### src/rtl/nic_host_pkg.sv
package nic_host_pkg;

    localparam int OFS_W = 5;

    localparam logic [OFS_W-1:0] OFS_CMD    = 5'h00;
    localparam logic [OFS_W-1:0] OFS_STAT   = 5'h07;
    localparam logic [OFS_W-1:0] OFS_SA_LO  = 5'h08;
    localparam logic [OFS_W-1:0] OFS_SA_HI  = 5'h09;
    localparam logic [OFS_W-1:0] OFS_CNT_LO = 5'h0A;
    localparam logic [OFS_W-1:0] OFS_CNT_HI = 5'h0B;
    localparam logic [OFS_W-1:0] OFS_MASK   = 5'h0F;
    localparam logic [OFS_W-1:0] OFS_DATA   = 5'h10;
    localparam logic [OFS_W-1:0] OFS_RESET  = 5'h1F;

    localparam logic [2:0] XFER_READ  = 3'b001;
    localparam logic [2:0] XFER_WRITE = 3'b010;
    localparam logic [2:0] XFER_IDLE  = 3'b100;

    typedef enum logic [1:0] {
        DMA_IDLE  = 2'd0,
        DMA_WRITE = 2'd1,
        DMA_FETCH = 2'd2,
        DMA_READY = 2'd3
    } dma_state_e;

    typedef struct packed {
        logic cmd_wr;
        logic stat_wr;
        logic sa_lo_wr;
        logic sa_hi_wr;
        logic cnt_lo_wr;
        logic cnt_hi_wr;
        logic mask_wr;
        logic bank_wr;
        logic data_wr;
        logic data_rd;
        logic soft_rst;
    } host_dec_t;

endpackage

### src/rtl/nic_host_decode.sv
module nic_host_decode
    import nic_host_pkg::*;
(
    input  logic [OFS_W-1:0] addr,
    input  logic             wr,
    input  logic             rd,
    input  logic [1:0]       page,
    output host_dec_t        dec
);

    logic on_p0;
    logic on_p1;
    logic low_ofs;

    always_comb begin
        on_p0   = (page == 2'd0);
        on_p1   = (page == 2'd1);
        low_ofs = (addr[OFS_W-1] == 1'b0) && (addr != OFS_CMD);

        dec.cmd_wr    = wr && (addr == OFS_CMD);
        dec.stat_wr   = wr && on_p0 && (addr == OFS_STAT);
        dec.sa_lo_wr  = wr && on_p0 && (addr == OFS_SA_LO);
        dec.sa_hi_wr  = wr && on_p0 && (addr == OFS_SA_HI);
        dec.cnt_lo_wr = wr && on_p0 && (addr == OFS_CNT_LO);
        dec.cnt_hi_wr = wr && on_p0 && (addr == OFS_CNT_HI);
        dec.mask_wr   = wr && on_p0 && (addr == OFS_MASK);
        dec.bank_wr   = wr && on_p1 && low_ofs;
        dec.data_wr   = wr && (addr == OFS_DATA);
        dec.data_rd   = rd && (addr == OFS_DATA);
        dec.soft_rst  = (wr || rd) && (addr == OFS_RESET);
    end

endmodule

### src/rtl/nic_remote_dma.sv
module nic_remote_dma
    import nic_host_pkg::*;
#(
    parameter int AW = 16,
    parameter int DW = 8
) (
    input  logic          clk,
    input  logic          rst_n,
    input  logic          soft_rst,
    input  logic          cmd_wr,
    input  logic [2:0]    cmd_xfer,
    input  logic          sa_lo_wr,
    input  logic          sa_hi_wr,
    input  logic          cnt_lo_wr,
    input  logic          cnt_hi_wr,
    input  logic [DW-1:0] wdata,
    input  logic          data_wr,
    input  logic          data_rd,
    output logic [DW-1:0] port_rdata,
    output logic          done,
    output logic [AW-1:0] cur_addr,
    output logic [AW-1:0] cur_cnt,
    output logic [2:0]    xfer_code,
    output dma_state_e    state,
    output logic [AW-1:0] ram_addr,
    output logic [DW-1:0] ram_wdata,
    output logic          ram_we,
    output logic          ram_re,
    input  logic [DW-1:0] ram_rdata
);

    localparam int HI_W = AW - DW;

    dma_state_e    state_q, state_d;
    logic [AW-1:0] addr_q, addr_d;
    logic [AW-1:0] cnt_q, cnt_d;
    logic [DW-1:0] hold_q, hold_d;
    logic          last_byte;
    logic          cnt_zero;

    always_ff @(posedge clk or negedge rst_n) begin
        if (!rst_n) begin
            state_q <= DMA_IDLE;
            addr_q  <= '0;
            cnt_q   <= '0;
            hold_q  <= '0;
        end else if (soft_rst) begin
            state_q <= DMA_IDLE;
            addr_q  <= '0;
            cnt_q   <= '0;
            hold_q  <= '0;
        end else begin
            state_q <= state_d;
            addr_q  <= addr_d;
            cnt_q   <= cnt_d;
            hold_q  <= hold_d;
        end
    end

    always_comb begin
        last_byte  = (cnt_q == AW'(1));
        cnt_zero   = (cnt_q == '0);
        state_d    = state_q;
        addr_d     = addr_q;
        cnt_d      = cnt_q;
        hold_d     = hold_q;
        done       = 1'b0;
        ram_we     = 1'b0;
        ram_re     = 1'b0;
        ram_addr   = addr_q;
        port_rdata = '0;

        if (sa_lo_wr)  addr_d[DW-1:0]  = wdata;
        if (sa_hi_wr)  addr_d[AW-1:DW] = wdata[HI_W-1:0];
        if (cnt_lo_wr) cnt_d[DW-1:0]   = wdata;
        if (cnt_hi_wr) cnt_d[AW-1:DW]  = wdata[HI_W-1:0];

        unique case (state_q)
            DMA_IDLE: begin
            end
            DMA_WRITE: begin
                if (data_wr) begin
                    ram_we = 1'b1;
                    addr_d = addr_q + AW'(1);
                    cnt_d  = cnt_q - AW'(1);
                    if (last_byte) begin
                        done    = 1'b1;
                        state_d = DMA_IDLE;
                    end
                end
            end
            DMA_FETCH, DMA_READY: begin
                port_rdata = (state_q == DMA_FETCH) ? ram_rdata : hold_q;
                if (data_rd) begin
                    addr_d = addr_q + AW'(1);
                    cnt_d  = cnt_q - AW'(1);
                    if (last_byte) begin
                        done    = 1'b1;
                        state_d = DMA_IDLE;
                    end else begin
                        ram_re   = 1'b1;
                        ram_addr = addr_q + AW'(1);
                        state_d  = DMA_FETCH;
                    end
                end else if (state_q == DMA_FETCH) begin
                    hold_d  = ram_rdata;
                    state_d = DMA_READY;
                end
            end
        endcase

        if (cmd_wr) begin
            if (cmd_xfer[2]) begin
                state_d = DMA_IDLE;
            end else if (cmd_xfer == XFER_READ) begin
                if (cnt_zero) begin
                    done    = 1'b1;
                    state_d = DMA_IDLE;
                end else begin
                    ram_re   = 1'b1;
                    ram_addr = addr_q;
                    state_d  = DMA_FETCH;
                end
            end else if (cmd_xfer == XFER_WRITE) begin
                if (cnt_zero) begin
                    done    = 1'b1;
                    state_d = DMA_IDLE;
                end else begin
                    state_d = DMA_WRITE;
                end
            end
        end
    end

    always_comb begin
        unique case (state_q)
            DMA_IDLE:             xfer_code = XFER_IDLE;
            DMA_WRITE:            xfer_code = XFER_WRITE;
            DMA_FETCH, DMA_READY: xfer_code = XFER_READ;
        endcase
    end

    assign cur_addr  = addr_q;
    assign cur_cnt   = cnt_q;
    assign state     = state_q;
    assign ram_wdata = wdata;

endmodule

### src/rtl/nic_irq_status.sv
module nic_irq_status #(
    parameter int EVT_W = 6
) (
    input  logic             clk,
    input  logic             rst_n,
    input  logic             soft_rst,
    input  logic             stat_wr,
    input  logic             mask_wr,
    input  logic             run_cmd,
    input  logic [7:0]       wdata,
    input  logic             dma_done,
    input  logic [EVT_W-1:0] ext_evt,
    output logic [7:0]       stat,
    output logic [7:0]       mask,
    output logic             irq
);

    localparam int SRC_W = EVT_W + 1;

    logic             in_reset_q;
    logic [SRC_W-1:0] src_q, src_d;
    logic [7:0]       mask_q;

    always_comb begin
        src_d = src_q;
        if (stat_wr) src_d = src_d & ~wdata[SRC_W-1:0];
        src_d = src_d | {dma_done, ext_evt};
    end

    always_ff @(posedge clk or negedge rst_n) begin
        if (!rst_n) begin
            in_reset_q <= 1'b1;
            src_q      <= '0;
            mask_q     <= '0;
        end else if (soft_rst) begin
            in_reset_q <= 1'b1;
            src_q      <= '0;
            mask_q     <= '0;
        end else begin
            if (run_cmd) in_reset_q <= 1'b0;
            src_q <= src_d;
            if (mask_wr) mask_q <= wdata;
        end
    end

    assign stat = {in_reset_q, src_q};
    assign mask = mask_q;
    assign irq  = |(src_q & mask_q[SRC_W-1:0]);

endmodule

### src/rtl/nic_host_regs.sv
module nic_host_regs
    import nic_host_pkg::*;
#(
    parameter int RAM_AW = 16,
    parameter int EVT_W  = 6
) (
    input  logic              clk,
    input  logic              rst_n,
    input  logic [4:0]        host_addr,
    input  logic [7:0]        host_wdata,
    input  logic              host_wr,
    input  logic              host_rd,
    output logic [7:0]        host_rdata,
    output logic              irq,
    input  logic [EVT_W-1:0]  ext_evt,
    input  logic              tx_busy,
    output logic [RAM_AW-1:0] ram_addr,
    output logic [7:0]        ram_wdata,
    output logic              ram_we,
    output logic              ram_re,
    input  logic [7:0]        ram_rdata
);

    localparam int BANK_N = (1 << (OFS_W - 1)) - 1;

    host_dec_t         dec;
    logic [1:0]        page_q;
    logic              sta_q;
    logic              stp_q;
    logic [7:0]        bank_q [1:BANK_N];
    logic [7:0]        port_rdata;
    logic              dma_done;
    logic [RAM_AW-1:0] dma_addr;
    logic [RAM_AW-1:0] dma_cnt;
    logic [2:0]        xfer_code;
    dma_state_e        dma_state;
    logic [7:0]        stat;
    logic [7:0]        mask;
    logic              run_cmd;

    nic_host_decode u_dec (
        .addr (host_addr),
        .wr   (host_wr),
        .rd   (host_rd),
        .page (page_q),
        .dec  (dec)
    );

    always_ff @(posedge clk or negedge rst_n) begin
        if (!rst_n) begin
            page_q <= 2'd0;
            sta_q  <= 1'b0;
            stp_q  <= 1'b1;
        end else if (dec.soft_rst) begin
            page_q <= 2'd0;
            sta_q  <= 1'b0;
            stp_q  <= 1'b1;
        end else if (dec.cmd_wr) begin
            page_q <= host_wdata[7:6];
            sta_q  <= host_wdata[1];
            stp_q  <= host_wdata[0];
        end
    end

    assign run_cmd = dec.cmd_wr && host_wdata[1] && !host_wdata[0];

    for (genvar g = 1; g <= BANK_N; g++) begin : g_bank
        always_ff @(posedge clk or negedge rst_n) begin
            if (!rst_n)
                bank_q[g] <= '0;
            else if (dec.bank_wr && (host_addr == OFS_W'(g)))
                bank_q[g] <= host_wdata;
        end
    end

    nic_remote_dma #(
        .AW (RAM_AW),
        .DW (8)
    ) u_dma (
        .clk        (clk),
        .rst_n      (rst_n),
        .soft_rst   (dec.soft_rst),
        .cmd_wr     (dec.cmd_wr),
        .cmd_xfer   (host_wdata[5:3]),
        .sa_lo_wr   (dec.sa_lo_wr),
        .sa_hi_wr   (dec.sa_hi_wr),
        .cnt_lo_wr  (dec.cnt_lo_wr),
        .cnt_hi_wr  (dec.cnt_hi_wr),
        .wdata      (host_wdata),
        .data_wr    (dec.data_wr),
        .data_rd    (dec.data_rd),
        .port_rdata (port_rdata),
        .done       (dma_done),
        .cur_addr   (dma_addr),
        .cur_cnt    (dma_cnt),
        .xfer_code  (xfer_code),
        .state      (dma_state),
        .ram_addr   (ram_addr),
        .ram_wdata  (ram_wdata),
        .ram_we     (ram_we),
        .ram_re     (ram_re),
        .ram_rdata  (ram_rdata)
    );

    nic_irq_status #(
        .EVT_W (EVT_W)
    ) u_stat (
        .clk      (clk),
        .rst_n    (rst_n),
        .soft_rst (dec.soft_rst),
        .stat_wr  (dec.stat_wr),
        .mask_wr  (dec.mask_wr),
        .run_cmd  (run_cmd),
        .wdata    (host_wdata),
        .dma_done (dma_done),
        .ext_evt  (ext_evt),
        .stat     (stat),
        .mask     (mask),
        .irq      (irq)
    );

    always_comb begin
        host_rdata = '0;
        if (host_rd) begin
            if (host_addr == OFS_CMD) begin
                host_rdata = {page_q, xfer_code, tx_busy, sta_q, stp_q};
            end else if (host_addr == OFS_DATA) begin
                host_rdata = port_rdata;
            end else if (page_q == 2'd0) begin
                unique case (host_addr)
                    OFS_STAT:   host_rdata = stat;
                    OFS_SA_LO:  host_rdata = dma_addr[7:0];
                    OFS_SA_HI:  host_rdata = 8'(dma_addr >> 8);
                    OFS_CNT_LO: host_rdata = dma_cnt[7:0];
                    OFS_CNT_HI: host_rdata = 8'(dma_cnt >> 8);
                    OFS_MASK:   host_rdata = mask;
                    default:    host_rdata = '0;
                endcase
            end else if (page_q == 2'd1 && !host_addr[OFS_W-1]) begin
                host_rdata = bank_q[host_addr[OFS_W-2:0]];
            end
        end
    end

endmodule

### config.mk
export PLATFORM = sky130hd
export DESIGN_NAME = nic_host_regs
export DESIGN_NICKNAME = d
export VERILOG_FILES = /design/src/rtl/nic_host_pkg.sv /design/src/rtl/nic_host_decode.sv /design/src/rtl/nic_remote_dma.sv /design/src/rtl/nic_irq_status.sv /design/src/rtl/nic_host_regs.sv
export SDC_FILE = /design/constraint.sdc
export NUM_CORES = 1
export LEC_CHECK = 0
export ABC_AREA = 1
export BUFFER_PORTS_ARGS = -buffer_cell sky130_fd_sc_hd__clkbuf_2
export CAP_MARGIN = 10
export CORE_MARGIN = 2
export CORE_UTILIZATION = 45
export CTS_BUF_LIST = sky130_fd_sc_hd__clkbuf_2
export CTS_CLUSTER_DIAMETER = 120
export DETAILED_ROUTE_END_ITERATION = 16
export PLACE_DENSITY = 0.71
export SLEW_MARGIN = 20
export SYNTH_ARGS = -nofsm -noshare
export SYNTH_HDL_FRONTEND = slang
export SYNTH_SLANG_ARGS = --single-unit
### constraint.sdc
create_clock -name clk -period 2.3 [get_ports clk]
set_input_delay 0.23 -clock clk [delete_from_list [all_inputs] [get_ports clk]]
set_output_delay 0.23 -clock clk [all_outputs]
set_load 0.03 [all_outputs]
* After elaboration in Yosys (flattened, before gate mapping)
Index checks and enable logic that the tools add are counted.
Operators by class: add/sub/neg operators 2, $mul 0, divide/modulo/power cells 0, order comparisons 1, eq/ne operators 25, shifts and indexed selects 0, mux-type cells 77, bitwise operators 6, reduce and logical (&&, ||, !) cells 47
Operator list (count):
- $mux W16 | 13
- $mux W8 | 18
- $pmux W16 S2 | 2
- $pmux W8 S6 | 1
- $eq A5 B4 Y1 const B | 8
- $bmux W8 S4 | 1
- $logic_and A1 B1 Y1 | 32
- $mux W2 | 13
- $mux W1 | 24
- $eq A5 B3 Y1 const B | 4
- $add A16 B1 Y16 const B | 1
- $eq A16 B1 Y1 const B | 1
- $logic_not A16 Y1 | 1
- $sub A16 B1 Y16 const B | 1
- $and A7 B7 Y7 | 2
- $mux W7 | 2
- $eq A5 B2 Y1 const B | 2
- $eq A5 B5 Y1 const B | 2
- $pmux W3 S3 | 1
- $reduce_bool A2 Y1 | 4
- $not A7 Y7 | 1
- $or A7 B7 Y7 | 1
- $reduce_or A7 Y1 | 1
- $eq A5 B1 Y1 const B | 1
- other kinds (17) | 21
Storage, ports and cells: bits in registers 182, latch bits 0, bits in writable memories 0, memory bits (read-only) 0, output and inout bits 35, logic and storage cells 183, memories kept 0

* Longest topological paths before layout
Gate-level depths: netlist of the first run.
depth in word-level cells 11, mapped depth 13

* Cells and area by module
Synthesis of the first run repeated with hierarchy kept, for this count alone.
Unflattened totals: cell total of the unflattened synthesis 1549, area total of the unflattened synthesis 10731.5 µm²
By module, submodules not included:
- nic_host_regs | instances 1, cells an instance 918, area each 6503.7 µm²
- nic_remote_dma | instances 1, cells an instance 503, area each 3318.2 µm²
- nic_irq_status | instances 1, cells an instance 89, area each 726.9 µm²
- nic_host_decode | instances 1, cells an instance 39, area each 182.7 µm²

* Least setup slack after synthesis of the first run
OpenSTA, ideal clock, no wires.
kind register to output, start point register u_dma.addr_q[0] (netlist: u_dma.cur_addr[0]), end point output ram_addr[15], arrival 1.989 ns, data required time 2.070 ns, setup slack 0.081 ns, stages on the path, launching flop included 8, buffers on the path 0, cells stage by stage dfrtp_1 nand3_1 nor3_1 nand2_1 nor2_1 nand2_1 xor2_1 o21ai_0
On the way: word-level cells in the longest chain between the ends 8
RTL lines:
- from (decl) | line nic_remote_dma.sv:35 | logic [AW-1:0] addr_q, addr_d;
- from (signal assigned) | line nic_remote_dma.sv:54 | addr_q <= addr_d;
- $add A16 B1 Y16 (*) | line nic_remote_dma.sv:102 | ram_addr = addr_q + AW'(1);
- $mux W16 (*) | line nic_remote_dma.sv:97 | if (last_byte) begin
- $mux W16 (*) | line nic_remote_dma.sv:94 | if (data_rd) begin
- $mux W16 (*) | line nic_remote_dma.sv:78 | unique case (state_q)
- $mux W16 | line nic_remote_dma.sv:116 | if (cnt_zero) begin
- $mux W16 | line nic_remote_dma.sv:115 | end else if (cmd_xfer == XFER_READ) begin
- $mux W16 | line nic_remote_dma.sv:113 | if (cmd_xfer[2]) begin
- $mux W16 (*) | line nic_remote_dma.sv:112 | if (cmd_wr) begin
- to (decl) | line nic_host_regs.sv:17 | output logic [RAM_AW-1:0] ram_addr,
Every way passes the cells marked *; elsewhere a longest branch is shown, timed or not.

* Worst setup path in the final report of the first run
start point register u_dma.addr_q[3] (netlist: u_dma.cur_addr[3]), end point output ram_addr[7]
The elaborated chain is that of the path after synthesis.

==> reports/results.tsv, run 1 <==
stage	metric	value	unit
status	status	finished with violations	
status	violations	negative setup slack	
global_routing	grt_pass1_wl	52870	um
floorplan	fp-row-count	54	
global_routing	grtUsageTotal	28.28	%
yosys	synth_compound_area_share	17.21	%
yosys	synth_ff_type	dfrtp_1	
yosys	synthArstFlopShare	100.0	%
global_routing	grt_max_degree	82	
yosys	synth-edff-count	0	
timing	drv_slew	0	
yosys	yosys.area_share.xor_xnor	2.192	%
setup_path	crit_fanout	3	
cells_and_area	syn_to_final_growth	29.10	%
floorplan	core	21820	um2
yosys	synth_warnings	0	
detailed_routing	drtIter0Drc	1128	
timing	fin_crit	2.811	ns
min_path	hold_end	bank_q[97]	
floorplan	die_y	153	um
yosys	synthAdderAreaFrac	0.5009	%
cts	root_buffer	clkbuf_2	
detailed_routing	drc	0	
global_routing	grt_overflow	0	
setup_path	r2r_slack	0.03	ns
min_path	hold_class	primary input to flip-flop	
setup_path	path_class	flip-flop to primary output	
detailed_routing	via_per_inst	5.594	
place	portBuffers	66	
global_routing	grtUsageMet1	37.81	%
timing	finalSetupViolCount	25	
setup_path	cp_slowest_cell	dfrtp_1	
cts	clk_latency	0.79	ns
yosys	syn-cell-area	9991	um2
yosys	synth.most_common_cell	nand2_1	
timing	skew	0.06814	ns
yosys	synth_seq_cells	182	
timing	fin_crit_sh	122.2	%
yosys	synth_nets	1419	
timing	worst_pin_slew	0.5403	ns
global_routing	grt_pass1_vias	10000	
detailed_routing	wire_per_inst	17.96	um
cells_and_area	final_core_util	59.10	%
setup_path	slowest_delay	0.48	ns
cells_and_area	nets	1613	
global_routing	grtUsageMet2	45.38	%
cells_and_area	design_area	12900	um2
setup_path	crit_top_cell	buf_6	
detailed_routing	drtPass1Iterations	7	
power	pwr-share-comb	39.7	%
power	switching_share	39.83	%
cells_and_area	fin_cells	1869	
detailed_routing	antenna_left	0	
cts	htreeDepth	4	
yosys	yosysSeqAreaShare	45.61	%
setup_path	reg2reg_to	bank_q[8]	
yosys	synth_top_family_by_area	simple AND/OR/NAND/NOR gates	
yosys	avgSynthCellArea	7.224	um2
power	p_sw	3744	uW
timing	max_freq	355.8	MHz
min_path	min-delay-start	host_addr[2]	
power	pwr-share-clk	17.0	%
detailed_routing	vias	10460	
setup_path	crit_required	2.07	ns
setup_path	worstPathCellList	clkinvlp_4 -> nor3_4 -> nand2_2 -> buf_6 -> buf_6 -> xor2_2 -> nand2_2 -> o21ai_4 -> buf_6	
power	seq_power_share	43.3	%
flow_run	max_cap_viol_count	0	
cts	clk_pin_slew	0.32	ns
power	power.leakage	0.006258	uW
place	gp_congestion	0.9433	
yosys	synth_common_cells	521 x nand2_1, 199 x o21ai_0, 180 x dfrtp_1, 85 x inv_1, 80 x nor2_1	
yosys	synth_cell_type_count	36	
global_routing	antenna_found_initial	1	
setup_path	cp-start-kind	flip-flop	
power	p_int	5656	uW
min_path	hold-path-cell-count	4	
cells_and_area	drive_above_1_share	25.44	%
floorplan	start_util	45.78	%
cts	cts_num_sinks	182	
cts	cts_buffers	17	
timing	worst_slack	-0.5108	ns
cts	clockBufferDepth	2	
place	placed_cell_area	10870	um2
power	p_per_area	728.8	nW/um2
cts	cts_tree	yes	
yosys	synthMuxAreaShare	0	%
setup_path	reg2reg_depth	10	
timing	relSlewSlack	63.93	%
floorplan	fp.dieW	153	um
global_routing	grtUsageMet3	5.926	%
setup_path	rr_startpoint	page_q[1]	
floorplan	ios	67	
timing	hold_viol	0	
floorplan	fp.dieArea	23410	um2
yosys	synth_simple_gate_area_share	27.31	%
setup_path	cp.arrival	2.58	ns
cells_and_area	fillCellCount	1871	
cells_and_area	multi_input_comb_area	5296	um2
yosys	yosys.area.top_type	dfrtp_1	
global_routing	top_usage_layer	met2	
cells_and_area	seqCellArea	4567	um2
detailed_routing	wirelength	33580	um
yosys	yosys.area.top_type_share	45.08	%
yosys	synth_area_leaders	dfrtp_1 45%, nand2_1 20%, o21ai_0 10%	
power	ir_drop	0.7737	mV
yosys	synth_cells	1383	
timing	rsz0062_at_grt	yes	
setup_path	cp-end-kind	primary output	
place	dp.cells	1722	
place	hpwl	21530	um
setup_path	crit_path_start	u_dma.cur_addr[3]	
## state kept, by name (all words and copies together), names as in the netlist
register	flops
u_dma.cur_cnt	16
u_dma.cur_addr	16
bank_q	120
sta_q	1
u_dma.hold_q	8
page_q	2
u_stat.in_reset_q	1
stp_q	1
u_stat.src_q	7
u_dma.state	2
u_stat.mask	8
## power groups by stage
stage	clock [uW]	sequential, uW	combinational [uW]
floorplan	0	4000	1680
global placement	0	4130	2330
detailed placement	0	4140	2370
CTS	1620	4020	3200
global route	1750	4130	4040
finish	1600	4070	3740
## cell families after synthesis
group                    after synthesis
AND/OR/NAND/NOR                      678
AO/OA/AOI/OAI                        324
flip-flops                           182
buffers and inverters                170
XOR/XNOR                              25
adder cells (fa/ha/maj)                4
## layer usage
layer | wire length [um] | up-vias
li1 | - | 4856
met1 | 13810 | 4933
met2 | 15600 | 575
met3 | 2956 | 91
met4 | 1211 | 0
met5 | 0 | -
## through the flow
step                      TNS (ns)  hold WS (ns)  total power, uW  worst slack, ns
after floorplan                  0      -0.06559             5680          0.08135
after global placement           0        0.1138             6457          0.06534
after detailed placement         0        0.1088             6509          0.07616
after CTS                   -9.864       0.01903             8843          -0.4934
after global routing        -12.72       0.06932             9922          -0.6124
final                       -8.579       0.08177             9400          -0.5108
## worst max-delay path by stage
stage                                to  slack, ns  depth (start not counted)
after floorplan            ram_addr[15]       0.08                          7
after global placement    host_rdata[5]       0.07                         10
after detailed placement  host_rdata[7]       0.08                         14
after CTS                  ram_addr[12]      -0.49                          9
after global routing        ram_addr[7]      -0.61                          9
final                       ram_addr[7]      -0.51                          9
## worst max-delay path, delay by kind of cell, from the launching register on
family | cells | cell delay [ns]
flops | 1 | 0.48
xor+xnor | 1 | 0.21
buf+inv | 4 | 0.56
simple gates | 3 | 0.46
compound gates | 1 | 0.07
## area by class of cell
class / count / area share (%)
tap: 280 / 2.716
clock inverter: 13 / 0.9409
sequential: 182 / 35.41
inverter: 97 / 2.949
timing repair buffer: 248 / 16.25
clock buffer: 17 / 0.6596
multi-input combinational: 1031 / 41.06
antenna: 1 / 0.01940
## what timing repair did
item | in CTS | in global routing
gates cloned | 1 | 2
gates resized for setup | 153 | 120
pin swaps | 39 | 57
hold buffers | 31 | 1
endpoints found under the setup margin | 27 | 48
endpoints found under the hold margin | 243 | 3
buffers inserted | 70 | 30
## cells in the final DEF (no fill, tap or decap), types with 17 or more instances in the layout
| master | n |
|---|---|
| a21oi_1 | 40 |
| buf_4 | 138 |
| buf_6 | 20 |
| clkbuf_2 | 56 |
| dfrtp_1 | 172 |
| dlygate4sd3_1 | 29 |
| inv_1 | 68 |
| inv_2 | 22 |
| nand2_1 | 490 |
| nand2_2 | 33 |
| nand3_1 | 30 |
| nor2_1 | 61 |
| o21ai_0 | 170 |
| o21ai_1 | 45 |
| xor2_1 | 17 |
Power figures use the tool's default switching activity.
==> run 2: changes to the inputs <==
--- a/config.mk
+++ b/config.mk
@@ -8,12 +8,12 @@
 export ABC_AREA = 1
 export BUFFER_PORTS_ARGS = -buffer_cell sky130_fd_sc_hd__clkbuf_2
 export CAP_MARGIN = 10
-export CORE_MARGIN = 2
 export CORE_UTILIZATION = 45
 export CTS_BUF_LIST = sky130_fd_sc_hd__clkbuf_2
 export CTS_CLUSTER_DIAMETER = 120
 export DETAILED_ROUTE_END_ITERATION = 16
 export PLACE_DENSITY = 0.71
+export SKIP_LAST_GASP = 1
 export SLEW_MARGIN = 20
 export SYNTH_ARGS = -nofsm -noshare
 export SYNTH_HDL_FRONTEND = slang
==> run 2 against run 1 <==
The flow still finishes with violations (negative setup slack). Clock skew down 0.026 ns. Global-route usage rose by 1.2 points. Flip-flop and latch count stayed put. Non-clock buffer count down 17. Count of clock-buffer cells in the layout did not move. Clock power up 11%. Fmax is 3.2% lower.
==> reports/results.tsv, run 2 (synthesis gave the netlist of run 1 again) <==
stage	metric	value	unit
timing	drv_slew	0	
cts	cts_buffers	17	
cells_and_area	drive_above_1_share	24.46	%
status	violations	negative setup slack	
setup_path	crit_required	2.07	ns
power	p_per_area	750.5	nW/um2
global_routing	antenna_found_initial	2	
cells_and_area	nets	1597	
power	pwr-share-comb	39.1	%
detailed_routing	drtIter0Drc	1134	
setup_path	cp_slowest_cell	dfrtp_2	
power	power.leakage	0.006196	uW
cts	cts_tree	yes	
global_routing	grtUsageMet3	4.789	%
power	seq_power_share	42.4	%
setup_path	cp-end-kind	primary output	
cts	htreeDepth	4	
global_routing	grt_pass1_vias	9542	
floorplan	core	21820	um2
timing	fin_crit_sh	126.3	%
power	ir_drop	0.6409	mV
global_routing	grt_overflow	0	
global_routing	grtUsageTotal	29.53	%
detailed_routing	drc	0	
setup_path	worstPathCellList	nand3_2 -> nor3_4 -> nand2_2 -> nor2_4 -> nand2_1 -> xor2_2 -> nand2_1 -> o21ai_1 -> clkbuf_4	
cells_and_area	syn_to_final_growth	28.72	%
detailed_routing	drtPass1Iterations	8	
timing	max_freq	344.4	MHz
min_path	hold_class	primary input to flip-flop	
cells_and_area	fillCellCount	1964	
floorplan	start_util	45.78	%
global_routing	grt_pass1_wl	51120	um
cts	cts_num_sinks	182	
setup_path	slowest_delay	0.49	ns
power	p_int	5807	uW
flow_run	max_cap_viol_count	0	
global_routing	top_usage_layer	met2	
floorplan	die_y	151	um
setup_path	crit_family	simple AND/OR/NAND/NOR gates	
detailed_routing	wire_per_inst	18.46	um
cts	clockBufferDepth	2	
global_routing	grtUsageMet1	40.83	%
cells_and_area	largest_reg_flops	120	
power	pwr-share-clk	18.5	%
timing	worst_pin_slew	0.6171	ns
detailed_routing	wirelength	34260	um
floorplan	ios	67	
cts	root_buffer	clkbuf_2	
cts	clk_pin_slew	0.32	ns
timing	hold_viol	0	
detailed_routing	vias	10350	
timing	skew	0.04230	ns
floorplan	fp-row-count	54	
place	hpwl	21840	um
floorplan	fp.dieArea	22800	um2
power	p_sw	3844	uW
detailed_routing	via_per_inst	5.577	
detailed_routing	antenna_left	0	
place	portBuffers	66	
timing	fin_crit	2.904	ns
timing	finalSetupViolCount	25	
floorplan	fp.dieW	151	um
timing	holdWs	0.05455	ns
setup_path	cp.arrival	2.67	ns
global_routing	grtUsageMet2	45.21	%
timing	relSlewSlack	58.82	%
cells_and_area	fin_cells	1856	
status	status	finished with violations	
cells_and_area	regMostFlops	bank_q	
global_routing	grt_max_degree	55	
setup_path	crit_top_cell	nand2_1	
setup_path	crit_fanout	3	
setup_path	critPathBufInv	1	
timing	rsz0062_at_grt	yes	
cells_and_area	final_common_cell	nand2_1	
cts	clk_latency	0.81	ns
cells_and_area	final_cell_mix	489 x nand2_1, 171 x dfrtp_1, 166 x o21ai_0, 119 x buf_4, 71 x inv_1	
power	switching_share	39.83	%
setup_path	path_class	flip-flop to primary output	
setup_path	cp-start-kind	flip-flop	
place	dp.cells	1722	
place	gp_congestion	0.9449	
timing	worst_slack	-0.6039	ns
==> run 2: changes by cell type in the layout (fill, tap and decap cells not counted), moves of 4 or more <==
cell / change
nor2_1: +4
o21ai_0: -4
o21ai_4: +4
buf_4: -19
==> run 2: timing repair <==
| action | 4_1_cts | 5_1_grt |
|---|---|---|
| hold buffers | 30 | 0 |
| endpoints found under the setup margin | 27 | 28 |
| cloned | 2 | 2 |
| endpoints found under the hold margin | 230 | 0 |
| gates resized for setup | 169 | 106 |
| setup buffers | 49 | 17 |
| pin swaps | 44 | 46 |
==> run 2: path summary, 6_finish.rpt <==
path	end	slack, ns	depth (start not counted)	startpoint
worst max register to register	u_stat.src_q[4]	0.06	9	page_q[0]
max in group asynchronous	stp_q	1.44	4	rst_n
min in group asynchronous	u_dma.cur_cnt[14]	0.51	4	rst_n
worst min register to register	u_stat.mask[7]	0.52	2	u_stat.mask[7]
worst max-delay path	ram_addr[13]	-0.60	9	u_dma.cur_addr[1]
worst min-delay path	u_dma.hold_q[2]	0.05	7	host_rd
==> run 2: cell type report <==
cell class	count	area, um2	area share (%)
Sequential cell	182	4568	35.52
Clock buffer	17	85.08	0.6616
Antenna cell	2	5.005	0.03892
Tap cell	280	350.3	2.724
Multi-Input combinational cell	1031	5278	41.04
Timing Repair Buffer	231	2004	15.59
Timing Repair inverter	1	11.26	0.08757
Clock inverter	15	172.7	1.343
Inverter	97	385.4	2.997
==> run 2: per-layer routing <==
metal	vias up	wire [um]
met3	124	3042
met1	4812	13870
met4	0	1591
met5	-	0
met2	580	15750
li1	4834	-
==> run 2: power groups by stage <==
stage          Sequential (uW)  Clock [uW]  Combinational [uW]
2_1_floorplan             4000           0                1680
3_3_place_gp              4110           0                2410
3_5_place_dp              4120           0                2450
4_1_cts                   4040        1800                3270
5_1_grt                   4140        1910                4060
6_report                  4090        1780                3780
==> run 2: worst min-delay path: stages <==
cell and delay, ns:
clkbuf_2 0.11, clkinv_1 0.07, nor2_1 0.05, buf_4 0.13, inv_1 0.09, nand3_1 0.07
o21ai_0 0.07
==> run 2: per-stage QoR <==
step	area [um2]	utilization [%]	total power [uW]	TNS, ns	worst slack [ns]
after floorplan	9991	-	5680	0	0.08135
final	12860	58.93	9651	-8.770	-0.6039
after global placement	10880	49.87	6515	0	0.009872
after CTS	12370	56.70	9102	-8.536	-0.4818
after detailed placement	10880	49.87	6568	0	0.04968
after global routing	12860	58.92	10100	-10.84	-0.6690
==> run 3: changes to the inputs <==
--- a/config.mk
+++ b/config.mk
@@ -13,6 +13,7 @@
 export CTS_CLUSTER_DIAMETER = 120
 export DETAILED_ROUTE_END_ITERATION = 16
 export PLACE_DENSITY = 0.71
+export RECOVER_POWER = 100
 export SKIP_LAST_GASP = 1
 export SLEW_MARGIN = 20
 export SYNTH_ARGS = -nofsm -noshare
==> run 3 against run 2 <==
The flow still finishes with violations (negative setup slack). Sequential power barely moved. Clock power about the same. Routed wire length increased by 0.34%. Critical path depth unchanged. Count of clock-buffer cells in the layout did not move. Sequential share of layout area grew 0.25 points. Core utilization decreased by 0.41 points. First-iteration DRC count fell by 5.6%. Worst hold slack better by 0.0028 ns. Critical endpoint unchanged.
==> reports/results.tsv, run 3 (synthesis gave the netlist of run 1 again) <==
stage	metric	value	unit
cells_and_area	drive_above_1_share	23.76	%
flow_run	max_cap_viol_count	0	
detailed_routing	antenna_left	0	
setup_path	slowest_delay	0.49	ns
place	gp_congestion	0.9449	
detailed_routing	wirelength	34370	um
cts	clk_latency	0.82	ns
timing	finalSetupViolCount	25	
place	placed_cell_area	10880	um2
cts	cts_num_sinks	182	
setup_path	cp_slowest_cell	dfrtp_2	
cells_and_area	final_cell_mix	489 x nand2_1, 171 x dfrtp_1, 166 x o21ai_0, 118 x buf_4, 71 x inv_1	
setup_path	crit_required	2.07	ns
cells_and_area	final_core_util	58.51	%
global_routing	grt_pass1_vias	9542	
power	p_sw	3840	uW
min_path	hold_class	primary input to flip-flop	
setup_path	critPathBufInv	1	
status	status	finished with violations	
setup_path	crit_fanout	3	
global_routing	grt_max_degree	55	
power	p_per_area	754.1	nW/um2
detailed_routing	drtPass1Iterations	6	
place	portBuffers	66	
power	pwr-share-clk	18.5	%
detailed_routing	drc	0	
cells_and_area	final_common_cell	nand2_1	
setup_path	crit_top_cell	nand2_1	
power	ir_drop	0.6457	mV
cells_and_area	regMostFlops	bank_q	
timing	fin_crit	2.932	ns
cts	htreeDepth	4	
cts	clockBufferDepth	2	
global_routing	grt_pass1_wl	51120	um
setup_path	cp-end-kind	primary output	
cells_and_area	seqCellArea	4568	um2
detailed_routing	via_per_inst	5.544	
floorplan	die_y	151	um
floorplan	fp-row-count	54	
setup_path	worstPathCellList	nand3_2 -> nor3_4 -> nand2_2 -> nor2_4 -> nand2_1 -> xor2_2 -> nand2_1 -> o21ai_1 -> clkbuf_4	
timing	skew	0.04903	ns
floorplan	fp.dieW	151	um
detailed_routing	drtIter0Drc	1071	
power	p_int	5790	uW
timing	max_freq	341.1	MHz
cts	root_buffer	clkbuf_2	
global_routing	antenna_found_initial	2	
setup_path	path_class	flip-flop to primary output	
cells_and_area	design_area	12770	um2
place	hpwl	21840	um
global_routing	grtUsageTotal	29.53	%
cells_and_area	nets	1597	
timing	drv_slew	0	
place	post-place-ws	0.04968	ns
setup_path	cp.arrival	2.70	ns
power	seq_power_share	42.5	%
floorplan	start_util	45.78	%
timing	fin_crit_sh	127.5	%
setup_path	crit_family	simple AND/OR/NAND/NOR gates	
floorplan	core	21820	um2
cells_and_area	fillCellCount	1981	
timing	rsz0062_at_grt	yes	
timing	worst_pin_slew	1.345	ns
timing	worst_slack	-0.6318	ns
power	switching_share	39.87	%
cells_and_area	largest_reg_flops	120	
cts	cts_buffers	17	
power	pwr-share-comb	39.0	%
cts	clk_pin_slew	0.33	ns
power	p_total	9630	uW
global_routing	grt_overflow	0	
floorplan	ios	67	
detailed_routing	vias	10290	
power	power.leakage	0.006137	uW
floorplan	fp.dieArea	22800	um2
timing	relSlewSlack	10.33	%
status	violations	negative setup slack	
detailed_routing	wire_per_inst	18.52	um
cells_and_area	syn_to_final_growth	27.81	%
cells_and_area	multi_input_comb_area	5278	um2
timing	hold_viol	0	
cts	cts_tree	yes	
setup_path	cp-start-kind	flip-flop	
==> run 3: layout make-up <==
type | instances | area share, %
Timing Repair Buffer | 231 | 14.99
Clock buffer | 17 | 0.6663
Timing Repair inverter | 1 | 0.08818
Inverter | 97 | 3.018
Antenna cell | 2 | 0.03919
Clock inverter | 15 | 1.352
Multi-Input combinational cell | 1031 | 41.33
Tap cell | 280 | 2.743
Sequential cell | 182 | 35.77
==> run 3: what timing repair did <==
action	4_1_cts	5_1_grt
hold buffers	30	0
gates cloned	2	2
gates resized for setup	169	106
pin swaps	44	46
setup buffers	49	17
endpoints found under the hold margin	230	0
endpoints found under the setup margin	27	28
==> run 3: power by group through the flow <==
stage          combinational, uW  clock [uW]  sequential, uW
2_1_floorplan               1680           0            4000
3_3_place_gp                2410           0            4110
3_5_place_dp                2450           0            4120
4_1_cts                     3270        1800            4040
5_1_grt                     4030        1910            4140
6_report                    3760        1780            4090
==> run 3: stage by stage <==
step	TNS [ns]	cells	hold slack [ns]
global placement	0	1722	0.2436
floorplan	0	1383	-0.06559
CTS	-8.536	1835	0.006698
detailed placement	0	1722	0.2477
global route	-10.85	1855	0.1113
finish	-9.123	1856	0.05737
==> run 3: path summary, 6_finish.rpt <==
check	startpoint	endpoint	slack (ns)	cells after the start
min reg2reg	u_stat.mask[7]	u_stat.mask[7]	0.52	2
min	host_rd	u_dma.hold_q[2]	0.06	7
min in group asynchronous	rst_n	bank_q[101]	0.98	4
max reg2reg	page_q[0]	u_stat.src_q[4]	0.05	9
max	u_dma.cur_addr[1]	ram_addr[13]	-0.63	9
max in group asynchronous	rst_n	bank_q[51]	0.35	4
==> run 3: layer usage <==
| layer | share of wire, % | track usage, % |
|---|---|---|
| met4 | 4.6 | 13.95 |
| met1 | 41 | 40.83 |
| met5 | 0 | 0 |
| met3 | 8.6 | 4.789 |
| met2 | 46 | 45.21 |
==> run 3: tightest hold or removal path: cells and delay by family <==
family	cells	cell delay, ns
AND/OR/NAND/NOR	2	0.12
buffers and inverters	4	0.40
AO/OA/AOI/OAI	1	0.07
